$ cat config.mk
export PLATFORM = sky130hd
export DESIGN_NAME = irq_mask_level_ctrl
export DESIGN_NICKNAME = d
export VERILOG_FILES = /design/src/rtl/imlc_pkg.sv /design/src/rtl/imlc_mask_bank.sv /design/src/rtl/imlc_level_table.sv /design/src/rtl/imlc_pick.sv /design/src/rtl/irq_mask_level_ctrl.sv
export SDC_FILE = /design/constraint.sdc
export NUM_CORES = 1
export LEC_CHECK = 0
export ABC_CLOCK_PERIOD_IN_PS = 81400
export BUFFER_PORTS_ARGS = -buffer_cell sky130_fd_sc_hd__buf_2
export CORE_AREA = 2 2 267 269
export DETAILED_ROUTE_END_ITERATION = 8
export DIE_AREA = 0 0 269 271
export GPL_TIMING_DRIVEN = 0
export MAX_ROUTING_LAYER = met4
export SYNTH_ARGS = -nofsm -noshare
export SYNTH_HDL_FRONTEND = slang
export SYNTH_SLANG_ARGS = --single-unit
$ cat constraint.sdc
create_clock -name clk -period 81.4 [get_ports clk]
set_input_delay 8.14 -clock clk [delete_from_list [all_inputs] [get_ports clk]]
set_output_delay 8.14 -clock clk [all_outputs]
set_load 0.01 [all_outputs]
$ cat src/rtl/imlc_pkg.sv
package imlc_pkg;
    localparam logic [3:0] A_SET = 4'h8;
    localparam logic [3:0] A_CLR = 4'h9;
    localparam logic [3:0] A_CUR = 4'hA;
    localparam logic [3:0] A_SAV = 4'hB;
    localparam logic [3:0] A_CFG = 4'hC;
    localparam logic [3:0] A_SEL = 4'hD;
    localparam logic [3:0] A_LVL = 4'hE;
    localparam int ALL_BIT = 6;

    typedef enum logic [1:0] {
        ST_IDLE    = 2'd0,
        ST_RESOLVE = 2'd1,
        ST_RESPOND = 2'd2
    } ack_state_e;
endpackage

$ cat src/rtl/imlc_mask_bank.sv
module imlc_mask_bank #(
    parameter int NUM_SRC = 64,
    parameter int IDX_W   = 6
) (
    input  logic               clk,
    input  logic               rst_n,
    input  logic               set_we,
    input  logic [7:0]         set_data,
    input  logic               clr_we,
    input  logic [7:0]         clr_data,
    output logic [NUM_SRC-1:0] mask_o
);
    import imlc_pkg::*;

    logic [NUM_SRC-1:0] mask_q, mask_d;
    logic [IDX_W-1:0]   set_idx, clr_idx;

    assign set_idx = set_data[IDX_W-1:0];
    assign clr_idx = clr_data[IDX_W-1:0];

    // Set port has priority: a same-cycle clear is dropped.
    always_comb begin
        mask_d = mask_q;
        if (set_we) begin
            if (set_data[ALL_BIT])
                mask_d = '1;
            else if (32'(set_idx) < NUM_SRC)
                mask_d[set_idx] = 1'b1;
        end else if (clr_we) begin
            if (clr_data[ALL_BIT])
                mask_d = '0;
            else if (32'(clr_idx) < NUM_SRC)
                mask_d[clr_idx] = 1'b0;
        end
    end

    always_ff @(posedge clk or negedge rst_n) begin
        if (!rst_n) mask_q <= '1;
        else        mask_q <= mask_d;
    end

    assign mask_o = mask_q;

    assert_set_all_R2: assert property (@(posedge clk) disable iff (!rst_n)
        (set_we && set_data[ALL_BIT]) |=> (&mask_q));

    assert_clear_all_R3: assert property (@(posedge clk) disable iff (!rst_n)
        (clr_we && clr_data[ALL_BIT] && !set_we) |=> (mask_q == '0));

    assert_pair_no_clear_R4: assert property (@(posedge clk) disable iff (!rst_n)
        (set_we && clr_we) |=> ($countones(mask_q) >= $countones($past(mask_q))));
endmodule

$ cat src/rtl/imlc_level_table.sv
module imlc_level_table #(
    parameter int NUM_SRC = 64,
    parameter int LVL_W   = 3,
    parameter int IDX_W   = 6
) (
    input  logic                     clk,
    input  logic                     rst_n,
    input  logic                     sel_we,
    input  logic                     lvl_we,
    input  logic [7:0]               wdata,
    output logic [IDX_W-1:0]         sel_o,
    output logic [LVL_W-1:0]         sel_lvl_o,
    output logic [NUM_SRC*LVL_W-1:0] lvl_flat_o
);
    logic [IDX_W-1:0] sel_q;

    always_ff @(posedge clk or negedge rst_n) begin
        if (!rst_n)      sel_q <= '0;
        else if (sel_we) sel_q <= wdata[IDX_W-1:0];
    end

    for (genvar g = 0; g < NUM_SRC; g++) begin : g_lvl
        logic [LVL_W-1:0] lvl_q;
        always_ff @(posedge clk or negedge rst_n) begin
            if (!rst_n)
                lvl_q <= '0;
            else if (lvl_we && (sel_q == IDX_W'(g)))
                lvl_q <= wdata[LVL_W-1:0];
        end
        assign lvl_flat_o[g*LVL_W +: LVL_W] = lvl_q;
    end

    assign sel_o     = sel_q;
    assign sel_lvl_o = lvl_flat_o[32'(sel_q)*LVL_W +: LVL_W];

    assert_levels_hold_R12: assert property (@(posedge clk) disable iff (!rst_n)
        !lvl_we |=> $stable(lvl_flat_o));
endmodule

$ cat src/rtl/imlc_pick.sv
module imlc_pick #(
    parameter int NUM_SRC = 64,
    parameter int LVL_W   = 3,
    parameter int IDX_W   = 6
) (
    input  logic [NUM_SRC-1:0]       pend,
    input  logic [NUM_SRC-1:0]       mask,
    input  logic [NUM_SRC*LVL_W-1:0] lvl_flat,
    input  logic [LVL_W-1:0]         floor_lvl,
    output logic                     hit,
    output logic [IDX_W-1:0]         win_idx,
    output logic [LVL_W-1:0]         win_lvl
);
    logic [LVL_W-1:0] lv;

    // Strictly greater keeps the lowest index on a tie.
    always_comb begin
        hit     = 1'b0;
        win_idx = '0;
        win_lvl = '0;
        lv      = '0;
        for (int i = 0; i < NUM_SRC; i++) begin
            lv = lvl_flat[i*LVL_W +: LVL_W];
            if (pend[i] && !mask[i] && (lv > floor_lvl) && (lv > win_lvl)) begin
                hit     = 1'b1;
                win_idx = IDX_W'(i);
                win_lvl = lv;
            end
        end
    end
endmodule

$ cat src/rtl/irq_mask_level_ctrl.sv
module irq_mask_level_ctrl #(
    parameter int NUM_SRC  = 64,
    parameter int LVL_W    = 3,
    parameter int VEC_W    = 8,
    parameter int VEC_BASE = 64,
    parameter int SPUR_VEC = 24
) (
    input  logic               clk,
    input  logic               rst_n,
    input  logic [NUM_SRC-1:0] irq_src_i,
    input  logic               set_we_i,
    input  logic [7:0]         set_data_i,
    input  logic               clr_we_i,
    input  logic [7:0]         clr_data_i,
    input  logic               reg_we_i,
    input  logic [3:0]         reg_addr_i,
    input  logic [7:0]         reg_wdata_i,
    output logic [7:0]         reg_rdata_o,
    input  logic               ack_req_i,
    output logic               ack_valid_o,
    output logic [VEC_W-1:0]   ack_vec_o,
    output logic               irq_o,
    output logic [LVL_W-1:0]   irq_lvl_o
);
    import imlc_pkg::*;

    localparam int IDX_W      = $clog2(NUM_SRC);
    localparam int MASK_BYTES = NUM_SRC / 8;

    ack_state_e state_q, state_d;

    logic [NUM_SRC-1:0]       mask_q;
    logic [NUM_SRC*LVL_W-1:0] lvl_flat;
    logic [IDX_W-1:0]         sel_idx;
    logic [LVL_W-1:0]         sel_lvl;
    logic [LVL_W-1:0]         cur_q, sav_q;
    logic                     auto_en;
    logic                     pick_hit;
    logic [IDX_W-1:0]         pick_idx;
    logic [LVL_W-1:0]         pick_lvl;
    logic                     cap_hit;
    logic [LVL_W-1:0]         cap_lvl;
    logic [VEC_W-1:0]         cap_vec;
    logic                     cur_wr;

    assign cur_wr = reg_we_i && (reg_addr_i == A_CUR);

    imlc_mask_bank #(.NUM_SRC(NUM_SRC), .IDX_W(IDX_W)) u_mask (
        .clk      (clk),
        .rst_n    (rst_n),
        .set_we   (set_we_i),
        .set_data (set_data_i),
        .clr_we   (clr_we_i),
        .clr_data (clr_data_i),
        .mask_o   (mask_q)
    );

    imlc_level_table #(.NUM_SRC(NUM_SRC), .LVL_W(LVL_W), .IDX_W(IDX_W)) u_lvl (
        .clk        (clk),
        .rst_n      (rst_n),
        .sel_we     (reg_we_i && (reg_addr_i == A_SEL)),
        .lvl_we     (reg_we_i && (reg_addr_i == A_LVL)),
        .wdata      (reg_wdata_i),
        .sel_o      (sel_idx),
        .sel_lvl_o  (sel_lvl),
        .lvl_flat_o (lvl_flat)
    );

    imlc_pick #(.NUM_SRC(NUM_SRC), .LVL_W(LVL_W), .IDX_W(IDX_W)) u_pick (
        .pend      (irq_src_i),
        .mask      (mask_q),
        .lvl_flat  (lvl_flat),
        .floor_lvl (cur_q),
        .hit       (pick_hit),
        .win_idx   (pick_idx),
        .win_lvl   (pick_lvl)
    );

    // State register
    always_ff @(posedge clk or negedge rst_n) begin
        if (!rst_n) state_q <= ST_IDLE;
        else        state_q <= state_d;
    end

    // Next-state logic
    always_comb begin
        state_d = state_q;
        unique case (state_q)
            ST_IDLE:    if (ack_req_i) state_d = ST_RESOLVE;
            ST_RESOLVE: state_d = ST_RESPOND;
            ST_RESPOND: state_d = ST_IDLE;
            default:    state_d = ST_IDLE;
        endcase
    end

    // Winner capture in ST_RESOLVE
    always_ff @(posedge clk or negedge rst_n) begin
        if (!rst_n) begin
            cap_hit <= 1'b0;
            cap_lvl <= '0;
            cap_vec <= VEC_W'(SPUR_VEC);
        end else if (state_q == ST_RESOLVE) begin
            cap_hit <= pick_hit;
            cap_lvl <= pick_lvl;
            cap_vec <= pick_hit ? VEC_W'(VEC_BASE + 32'(pick_idx)) : VEC_W'(SPUR_VEC);
        end
    end

    // Level mask registers: the acknowledge update beats a software write
    always_ff @(posedge clk or negedge rst_n) begin
        if (!rst_n) begin
            cur_q <= '0;
            sav_q <= '0;
        end else if ((state_q == ST_RESPOND) && cap_hit && auto_en) begin
            sav_q <= cur_q;
            cur_q <= cap_lvl;
        end else if (cur_wr) begin
            cur_q <= reg_wdata_i[LVL_W-1:0];
        end
    end

    always_ff @(posedge clk or negedge rst_n) begin
        if (!rst_n)                               auto_en <= 1'b0;
        else if (reg_we_i && reg_addr_i == A_CFG) auto_en <= reg_wdata_i[0];
    end

    // Registered interrupt outputs
    always_ff @(posedge clk or negedge rst_n) begin
        if (!rst_n) begin
            irq_o     <= 1'b0;
            irq_lvl_o <= '0;
        end else begin
            irq_o     <= pick_hit;
            irq_lvl_o <= pick_hit ? pick_lvl : '0;
        end
    end

    // Output decode
    always_comb begin
        ack_valid_o = 1'b0;
        ack_vec_o   = cap_vec;
        unique case (state_q)
            ST_RESPOND: ack_valid_o = 1'b1;
            default:    ack_valid_o = 1'b0;
        endcase
    end

    always_comb begin
        reg_rdata_o = 8'h00;
        if (32'(reg_addr_i) < MASK_BYTES) begin
            reg_rdata_o = mask_q[32'(reg_addr_i)*8 +: 8];
        end else begin
            case (reg_addr_i)
                A_CUR:   reg_rdata_o = 8'(cur_q);
                A_SAV:   reg_rdata_o = 8'(sav_q);
                A_CFG:   reg_rdata_o = {7'd0, auto_en};
                A_SEL:   reg_rdata_o = 8'(sel_idx);
                A_LVL:   reg_rdata_o = 8'(sel_lvl);
                default: reg_rdata_o = 8'h00;
            endcase
        end
    end

    assert_irq_above_floor_R6: assert property (@(posedge clk) disable iff (!rst_n)
        irq_o |-> (irq_lvl_o > $past(cur_q)));

    assert_ack_latency_R7: assert property (@(posedge clk) disable iff (!rst_n)
        (state_q == ST_IDLE && ack_req_i) |=> ##1 ack_valid_o);

    assert_ack_saves_R8: assert property (@(posedge clk) disable iff (!rst_n)
        (ack_valid_o && cap_hit && auto_en) |=> (sav_q == $past(cur_q)));

    assert_noauto_keeps_R9: assert property (@(posedge clk) disable iff (!rst_n)
        (ack_valid_o && !auto_en && !cur_wr) |=> ($stable(cur_q) && $stable(sav_q)));

    assert_spurious_vec_R10: assert property (@(posedge clk) disable iff (!rst_n)
        (ack_valid_o && !cap_hit) |-> (ack_vec_o == VEC_W'(SPUR_VEC)));
endmodule

==> key figures, run 1 <==
Synth
  • Post-synth EDFFs: 0
  • Synth top area share: about a fifth
  • Synth Warn #: 0
  • Yosys top cell by area: dfrtp_1
  • Post-synth ARST share: 100%
  • Top FF cell, synth: dfrtp_1
  • Ranking of synthesized cells by area: dfrtp_1 20%, ha_1 12%, mux2_2 7.0%
  • Register area share after synthesis: 26.0%
  • Post-Syn Area per Cell: around 8.8 sq um
  • Syn_nets: between 3000 and 4000
  • Synthesized instance count: 3172
  • Synth top cells by count: 293 x o21ai_0, 292 x a21oi_1, 291 x nand2_1, 264 x ha_1, 219 x dfrtp_1
  • Synth Register Bits: 285
  • Synth unique cells: 111
  • Top-count cell post-synth: o21ai_0
  • Synthesized area: between 20000 and 30000 sq um

Clock network
  • Root Driver: clkbuf_16
  • Clk_lat worst skew: around 0.56 ns
  • Hold_buf cts: 0
  • CTS Sinks: between 200 and 300
  • Max Buffers Root-to-Sink: 3
  • H-tree depth: 2
  • Reg clk slew, reported paths: roughly 0.060 ns
  • CTS tree: done
  • CTS buffer count: 35

Floorplan
  • Core ar.: between 60000 and 70000 sq um
  • Initial Util: 39.8%
  • Width of the chip: approximately 270 microns
  • Row Count: between 90 and 100
  • I/O pin total: about 120
  • Height of the die: between 200 and 300 microns
  • Die area: 72900 sq um

STA
  • Fin worst setup slack: -4.29 ns
  • F_max: 11.7 MHz
  • Clock skew: approximately 0.0094 ns
  • Fin crit period: ~86 ns
  • Final slew viol count: 9
  • Slew headroom: -4.49%
  • Final Cycle Share: 105%
  • Final Hold Fails: 0
  • RSZ-0062 raised after global routing: true
  • Worst-margin pin slew: roughly 1.6 ns
  • Setup violators final: 14

Power
  • Internal power: around 0.49 mW
  • Net Sw Frac: 42.4%
  • Logic pwr share: between 50% and 60%
  • Seq pwr share: between 20% and 30%
  • Clock power frac: between 10% and 20%
  • Switching power: between 0.3 and 0.4 mW
  • Cell Pwr Density: roughly 25 nW/um^2
  • Maximum VDD drop: approximately 0.022 mV
  • Leak pwr: between 15 and 20 nW

Placed design
  • Hpwl dp: around 81000 microns
  • IO Port Bufs: 95
  • Pre-CTS setup slack: -9.34 ns
  • Area after DPL: 30700 sq um
  • GPL Wtd Cong: roughly 0.99

Min path
  • HP Class: register to register

Detailed routing
  • Wire length per cell after detailed routing: 24.3 microns
  • Drt total wl: 109000 microns
  • Starting DRC count in detailed routing: between 2000 and 3000
  • Vias/cell: between 6 and 7
  • Pre-antenna DRT Iters: 5
  • Vias after detailed routing: between 20000 and 30000
  • Final ANT Viol Nets: 0
  • DRC Markers: 0

Finish
  • Seq. cell area: about 7200 sq um
  • Multi-input gate area in the final layout: around 22000 sq um
  • FILL cells: 6612
  • Proportion of layout cells with a drive suffix above 1: 31.6%
  • Final instance area: approximately 35000 sq um
  • Synthesis-to-finish area growth: 24.3%
  • Final #Nets: ~3800

Status
  • Failing checks: capacitance limit, slew limit, setup timing
  • Status: complete, but fails checks

Global routing
  • First-pass GRT wire length: about 160000 microns
  • Largest net degree at the start of global routing: between 100 and 150
  • Initial antenna violation count: 10
  • Total global-route track usage: roughly 30%
  • Total grt overflow: 0
  • Vias in the first global route: approximately 26000

Critical path
  • CP max FO: 5
  • Worst path arrival time: 86.11 ns
  • Crit Path Class: input port to register
  • Crit path top cell by count: ha_4
  • Slowest cell on crit path: or4_4
  • Data required, critical path: between 80 and 90 ns
  • Nature of the critical path endpoint: register
  • Crit start category: input port
  • Worst path max stage delay: 0.56 ns

Flow run
  • Max_cap viols: 1
==> path summary, 6_finish.rpt <==
check | slack [ns] | startpoint | cells past startpoint | end
setup / recovery | -4.29 | irq_src_i[0] | 438 | ack_vec_o[5]
hold / removal | 0.45 | state_q[1] | 1 | state_q[0]
setup reg to reg | 1.47 | cur_q[0] | 439 | ack_vec_o[5]
hold reg to reg | 0.45 | state_q[1] | 1 | state_q[0]
max in group asynchronous | 72.78 | rst_n | 2 | u_lvl.g_lvl[39].lvl_q[0]
min in group asynchronous | 7.59 | rst_n | 1 | ack_vec_o[1]
==> stage by stage <==
stage | cells | setup TNS (ns) | util [%] | hold slack [ns] | total power [mW]
detailed placement | 4212 | -123.33 | 44.1 | 0.452 | 0.579
global route | 4460 | -103.02 | 49.5 | 0.472 | 0.904
global placement | 4207 | -120.57 | 43.8 | 0.443 | 0.566
CTS | 4350 | -70.49 | 46.9 | 0.445 | 0.773
floorplan | 3172 | -12.45 | - | 0.414 | 0.459
finish | 4460 | -55.33 | 49.5 | 0.447 | 0.852
==> power by group through the flow <==
stage	sequential (mW)	combinational [mW]	clock, mW
after floorplan	0.171	0.288	0
after global placement	0.187	0.379	0
after detailed placement	0.182	0.396	0
after CTS	0.180	0.424	0.169
after global routing	0.182	0.548	0.174
final	0.181	0.503	0.168
==> kinds of logic (layout without fill, tap and decap cells) <==
logic type	count (synthesis)	after routing	synth area share (%)
AO/OA/AOI/OAI	1012	1012	23.5
AND/OR/NAND/NOR	998	998	18.8
adder cells (fa/ha/maj)	300	300	13.2
flip-flops	285	285	26.0
multiplexers	278	278	14.4
buffers and inverters	298	638	4.20
other	1	9	0.0135
==> state kept, by name (all words and copies together) (netlist names) <==
| name | count |
|---|---|
| auto_en | 1 |
| irq_o | 1 |
| ack_vec_o | 7 |
| u_lvl.g_lvl.lvl_q | 192 |
| cap_lvl | 3 |
| u_mask.mask_o | 64 |
| cur_q | 3 |
| sav_q | 3 |
| u_lvl.sel_o | 6 |
| state_q | 2 |
| irq_lvl_o | 3 |
==> cells in the final DEF, fill, tap and decap left out, types with 41 or more instances in the layout <==
cell | Yosys | layout
nand2_1 | 291 | 263
mux4_2 | 79 | 79
buf_4 | 2 | 176
ha_4 | 0 | 41
and3_1 | 87 | 83
mux2_2 | 172 | 160
nand3_1 | 64 | 54
nor4b_1 | 43 | 43
dfstp_2 | 66 | 66
nor2_1 | 185 | 115
a21oi_1 | 292 | 256
and2_1 | 66 | 54
ha_1 | 264 | 221
buf_2 | 4 | 97
o21ai_0 | 293 | 254
inv_1 | 175 | 165
a21o_1 | 65 | 65
dfrtp_1 | 219 | 218
clkbuf_1 | 94 | 98
==> critical path: cells and delay by family <==
kind / cells / cell delay, ns
adder cells (fa/ha/maj): 92 / 25.42
AO/OA/AOI/OAI: 159 / 26.91
multiplexers: 22 / 6.61
buffers and inverters: 19 / 1.63
AND/OR/NAND/NOR: 146 / 17.15
==> layer usage <==
layer	GRT usage (%)	part of all wire (%)	up-vias
met5	-	0	-
met4	8.90	3.5	0
met3	5.30	8.5	180
met2	44.0	44	1091
met1	41.5	44	13628
li1	-	-	12606
==> final cells by class <==
type | instances | share of cell area (%)
clock inverters | 13 | 0.416
inverters | 176 | 1.93
diodes | 8 | 0.0579
plain buffers | 122 | 1.47
multi-input cells | 2589 | 63.0
flip-flops and latches | 285 | 20.9
repair buffers | 277 | 5.71
well taps | 940 | 3.40
clock buffers | 50 | 3.08
==> timing repair <==
| item | CTS | global route |
|---|---|---|
| buffers inserted | 75 | 102 |
| gates resized for setup | 52 | 211 |
| endpoints found under the hold margin | 0 | 0 |
| pin swaps | 71 | 335 |
| gates cloned | 0 | 0 |
| setup endpoints to repair | 14 | 14 |
Power figures use the tool's default switching activity.
==> run 2, diff against run 1 <==
==> constraint.sdc (replaced) <==
create_clock -name clk -period 81.4 [get_ports clk]
set_input_delay 4.07 -clock clk [delete_from_list [all_inputs] [get_ports clk]]
set_output_delay 4.07 -clock clk [all_outputs]
set_load 0.01 [all_outputs]
==> run 2 against run 1 <==
Compared with the run above:
- the run ends with setup timing left
- first-iteration DRC count increased by 8.0%
- core utilization increased by 1.4 points
- sequential share of layout area decreased by 0.58 points
- clock skew increased by 0.026 ns
- largest power group unchanged
==> key figures, run 2 (synthesized netlist as in run 1, its figures left out) <==
Global routing
  • Vias in the first global route: 26212 (was 25551)
  • Initial antenna violation count: 11 (was 10)
  • Largest net degree at the start of global routing: 118 (was 105)
  • Total global-route track usage: 30.3% (was 29.8%)
  • Total grt overflow: 0 (unchanged)
  • First-pass GRT wire length: 163000 microns (was 160000 microns)

Floorplan
  • Height of the die: 271 microns (unchanged)
  • Die area: 72900 sq um (unchanged)
  • Core ar.: 69800 sq um (unchanged)
  • Width of the chip: 269 microns (unchanged)
  • I/O pin total: 119 (unchanged)
  • Row Count: 97 (unchanged)
  • Initial Util: 39.8% (unchanged)

Detailed routing
  • Starting DRC count in detailed routing: 2901 (was 2687)
  • Vias after detailed routing: 28388 (was 27505)
  • DRC Markers: 0 (unchanged)
  • Wire length per cell after detailed routing: 24.3 microns (about the same)
  • Pre-antenna DRT Iters: 6 (was 5)
  • Drt total wl: 111000 microns (was 109000 microns)
  • Vias/cell: 6.19 (was 6.17)
  • Final ANT Viol Nets: 0 (unchanged)

Power
  • Maximum VDD drop: 0.0173 mV (was 0.0221 mV)
  • Cell Pwr Density: 24.8 nW/um^2 (was 24.7 nW/um^2)
  • Leak pwr: 15.8 nW (was 15.2 nW)

STA
  • Slew headroom: 2.20% (was -4.49%)
  • Fin worst setup slack: -0.456 ns (was -4.29 ns)
  • F_max: 12.2 MHz (was 11.7 MHz)
  • Clock skew: 0.0358 ns (was 0.00936 ns)
  • Final slew viol count: 0 (was 9)
  • Final Hold Fails: 0 (unchanged)
  • Worst-margin pin slew: 1.46 ns (was 1.56 ns)
  • Final Cycle Share: 101% (was 105%)
  • RSZ-0062 raised after global routing: true (unchanged)
  • Setup violators final: 13 (was 14)
  • Fin crit period: 81.86 ns (was 85.69 ns)
  • Setup_tns: -3.76 ns (was -55.33 ns)

Clock network
  • Max Buffers Root-to-Sink: 3 (unchanged)
  • H-tree depth: 2 (unchanged)
  • CTS buffer count: 36 (was 35)
  • Hold_buf cts: 0 (unchanged)
  • Root Driver: clkbuf_16 (unchanged)
  • CTS tree: done (unchanged)
  • Clk_lat worst skew: 0.58 ns (was 0.56 ns)
  • Reg clk slew, reported paths: 0.06 ns (about the same)
  • CTS Sinks: 285 (unchanged)

Finish
  • Synthesis-to-finish area growth: 27.9% (was 24.3%)
  • Final instance area: 35500 sq um (was 34600 sq um)
  • Multi-input gate area in the final layout: 21800 sq um (about the same)
  • Final #Nets: 3972 (was 3848)
  • Leading cell type in the layout, fill and taps excluded: buf_4 (was nand2_1)
  • Proportion of layout cells with a drive suffix above 1: 33.9% (was 31.6%)
  • Most frequent cells in the layout: 294 x buf_4, 264 x nand2_1, 255 x a21oi_1 (was 263 x nand2_1, 256 x a21oi_1, 254 x o21ai_0)
  • Largest register by flop count: u_lvl.g_lvl.lvl_q (unchanged)
  • Max FFs per register: 192 (unchanged)
  • FILL cells: 6423 (was 6612)
  • Seq. cell area: 7220 sq um (unchanged)
  • Final Non-Filler Cells: 4584 (was 4460)

Min path
  • HP Class: register to register (unchanged)

Status
  • Failing checks: setup timing (was capacitance limit, slew limit, setup timing)
  • Status: complete, but fails checks (unchanged)

Placed design
  • GPL Wtd Cong: 0.983 (was 0.987)
  • Dpl cells: 4212 (unchanged)
  • IO Port Bufs: 95 (unchanged)
  • Area after DPL: 29800 sq um (was 30700 sq um)
  • Hpwl dp: 79100 microns (was 80900 microns)

Critical path
  • Worst path max stage delay: 0.55 ns (was 0.56 ns)
  • Crit Path Class: input port to register (unchanged)
  • Nature of the critical path endpoint: register (unchanged)
  • CP max FO: 6 (was 5)
  • Crit start category: input port (unchanged)
  • Worst path arrival time: 82.22 ns (was 86.11 ns)
  • Slowest cell on crit path: or4_4 (unchanged)
  • Data required, critical path: 81.76 ns (was 81.82 ns)
  • Crit path top cell by count: ha_4 (unchanged)

Flow run
  • Max_cap viols: 0 (was 1)
[run 2: layout make-up]
type                            count  area share (%)
Timing Repair Buffer              401            8.22
Inverter                          176            1.87
Clock inverter                     13           0.567
Tap cell                          940            3.31
Sequential cell                   285            20.3
Multi-Input combinational cell   2589            61.4
Antenna cell                       10          0.0704
Buffer                            121            1.40
Clock buffer                       49            2.88
[run 2: worst max-delay path: cells and delay by family]
family / cells / cell delay (ns)
buffers and inverters: 22 / 2.06
AOI/OAI and AO/OA: 158 / 26.42
and+or+nand+nor: 148 / 18.26
muxes: 21 / 6.55
adders and majority gates: 90 / 24.73
[run 2: per-stage QoR]
stage / worst slack [ns] / util (%) / power [mW] / hold WS, ns
after floorplan: 0.0164 / - / 0.426 / 0.414
after global placement: -9.12 / 42.5 / 0.529 / 0.438
after detailed placement: -9.47 / 42.8 / 0.540 / 0.451
after CTS: -1.12 / 48.1 / 0.790 / 0.443
after global routing: -3.68 / 50.9 / 0.929 / 0.461
final: -0.456 / 50.9 / 0.880 / 0.439
[run 2: path summary, 6_finish.rpt]
path                               from                 endpoint  slack (ns)  cells past startpoint
min                          state_q[1]               state_q[0]        0.44                      1
min reg2reg                  state_q[1]               state_q[0]        0.44                      1
max in group asynchronous         rst_n  u_lvl.g_lvl[8].lvl_q[1]       76.34                      3
max reg2reg                    cur_q[2]                    irq_o        1.20                    441
max                        irq_src_i[0]                    irq_o       -0.46                    439
min in group asynchronous         rst_n             ack_vec_o[0]        3.51                      1
[run 2: metal layers]
metal  global-route usage, %  vias up  part of all wire, %
met1                    41.6    13956                   42
met4                    9.44        0                  3.7
met3                    6.33      258                  9.7
li1                        -    12856                    -
met2                    44.4     1318                   44
met5                       -        -                    0
[run 2: repair_timing]
action,CTS,global route
gates resized for setup,226,264
pin swaps,195,348
endpoints found under the setup margin,14,14
buffers inserted,213,94
[run 2: power breakdown]
part	switching [mW]	leakage, nW	total (mW)	internal, mW
combinational	0.277	11.7	0.525	0.249
clock	0.0691	0.599	0.173	0.104
sequential	0.0241	3.48	0.182	0.158
total	0.370	15.8	0.880	0.510
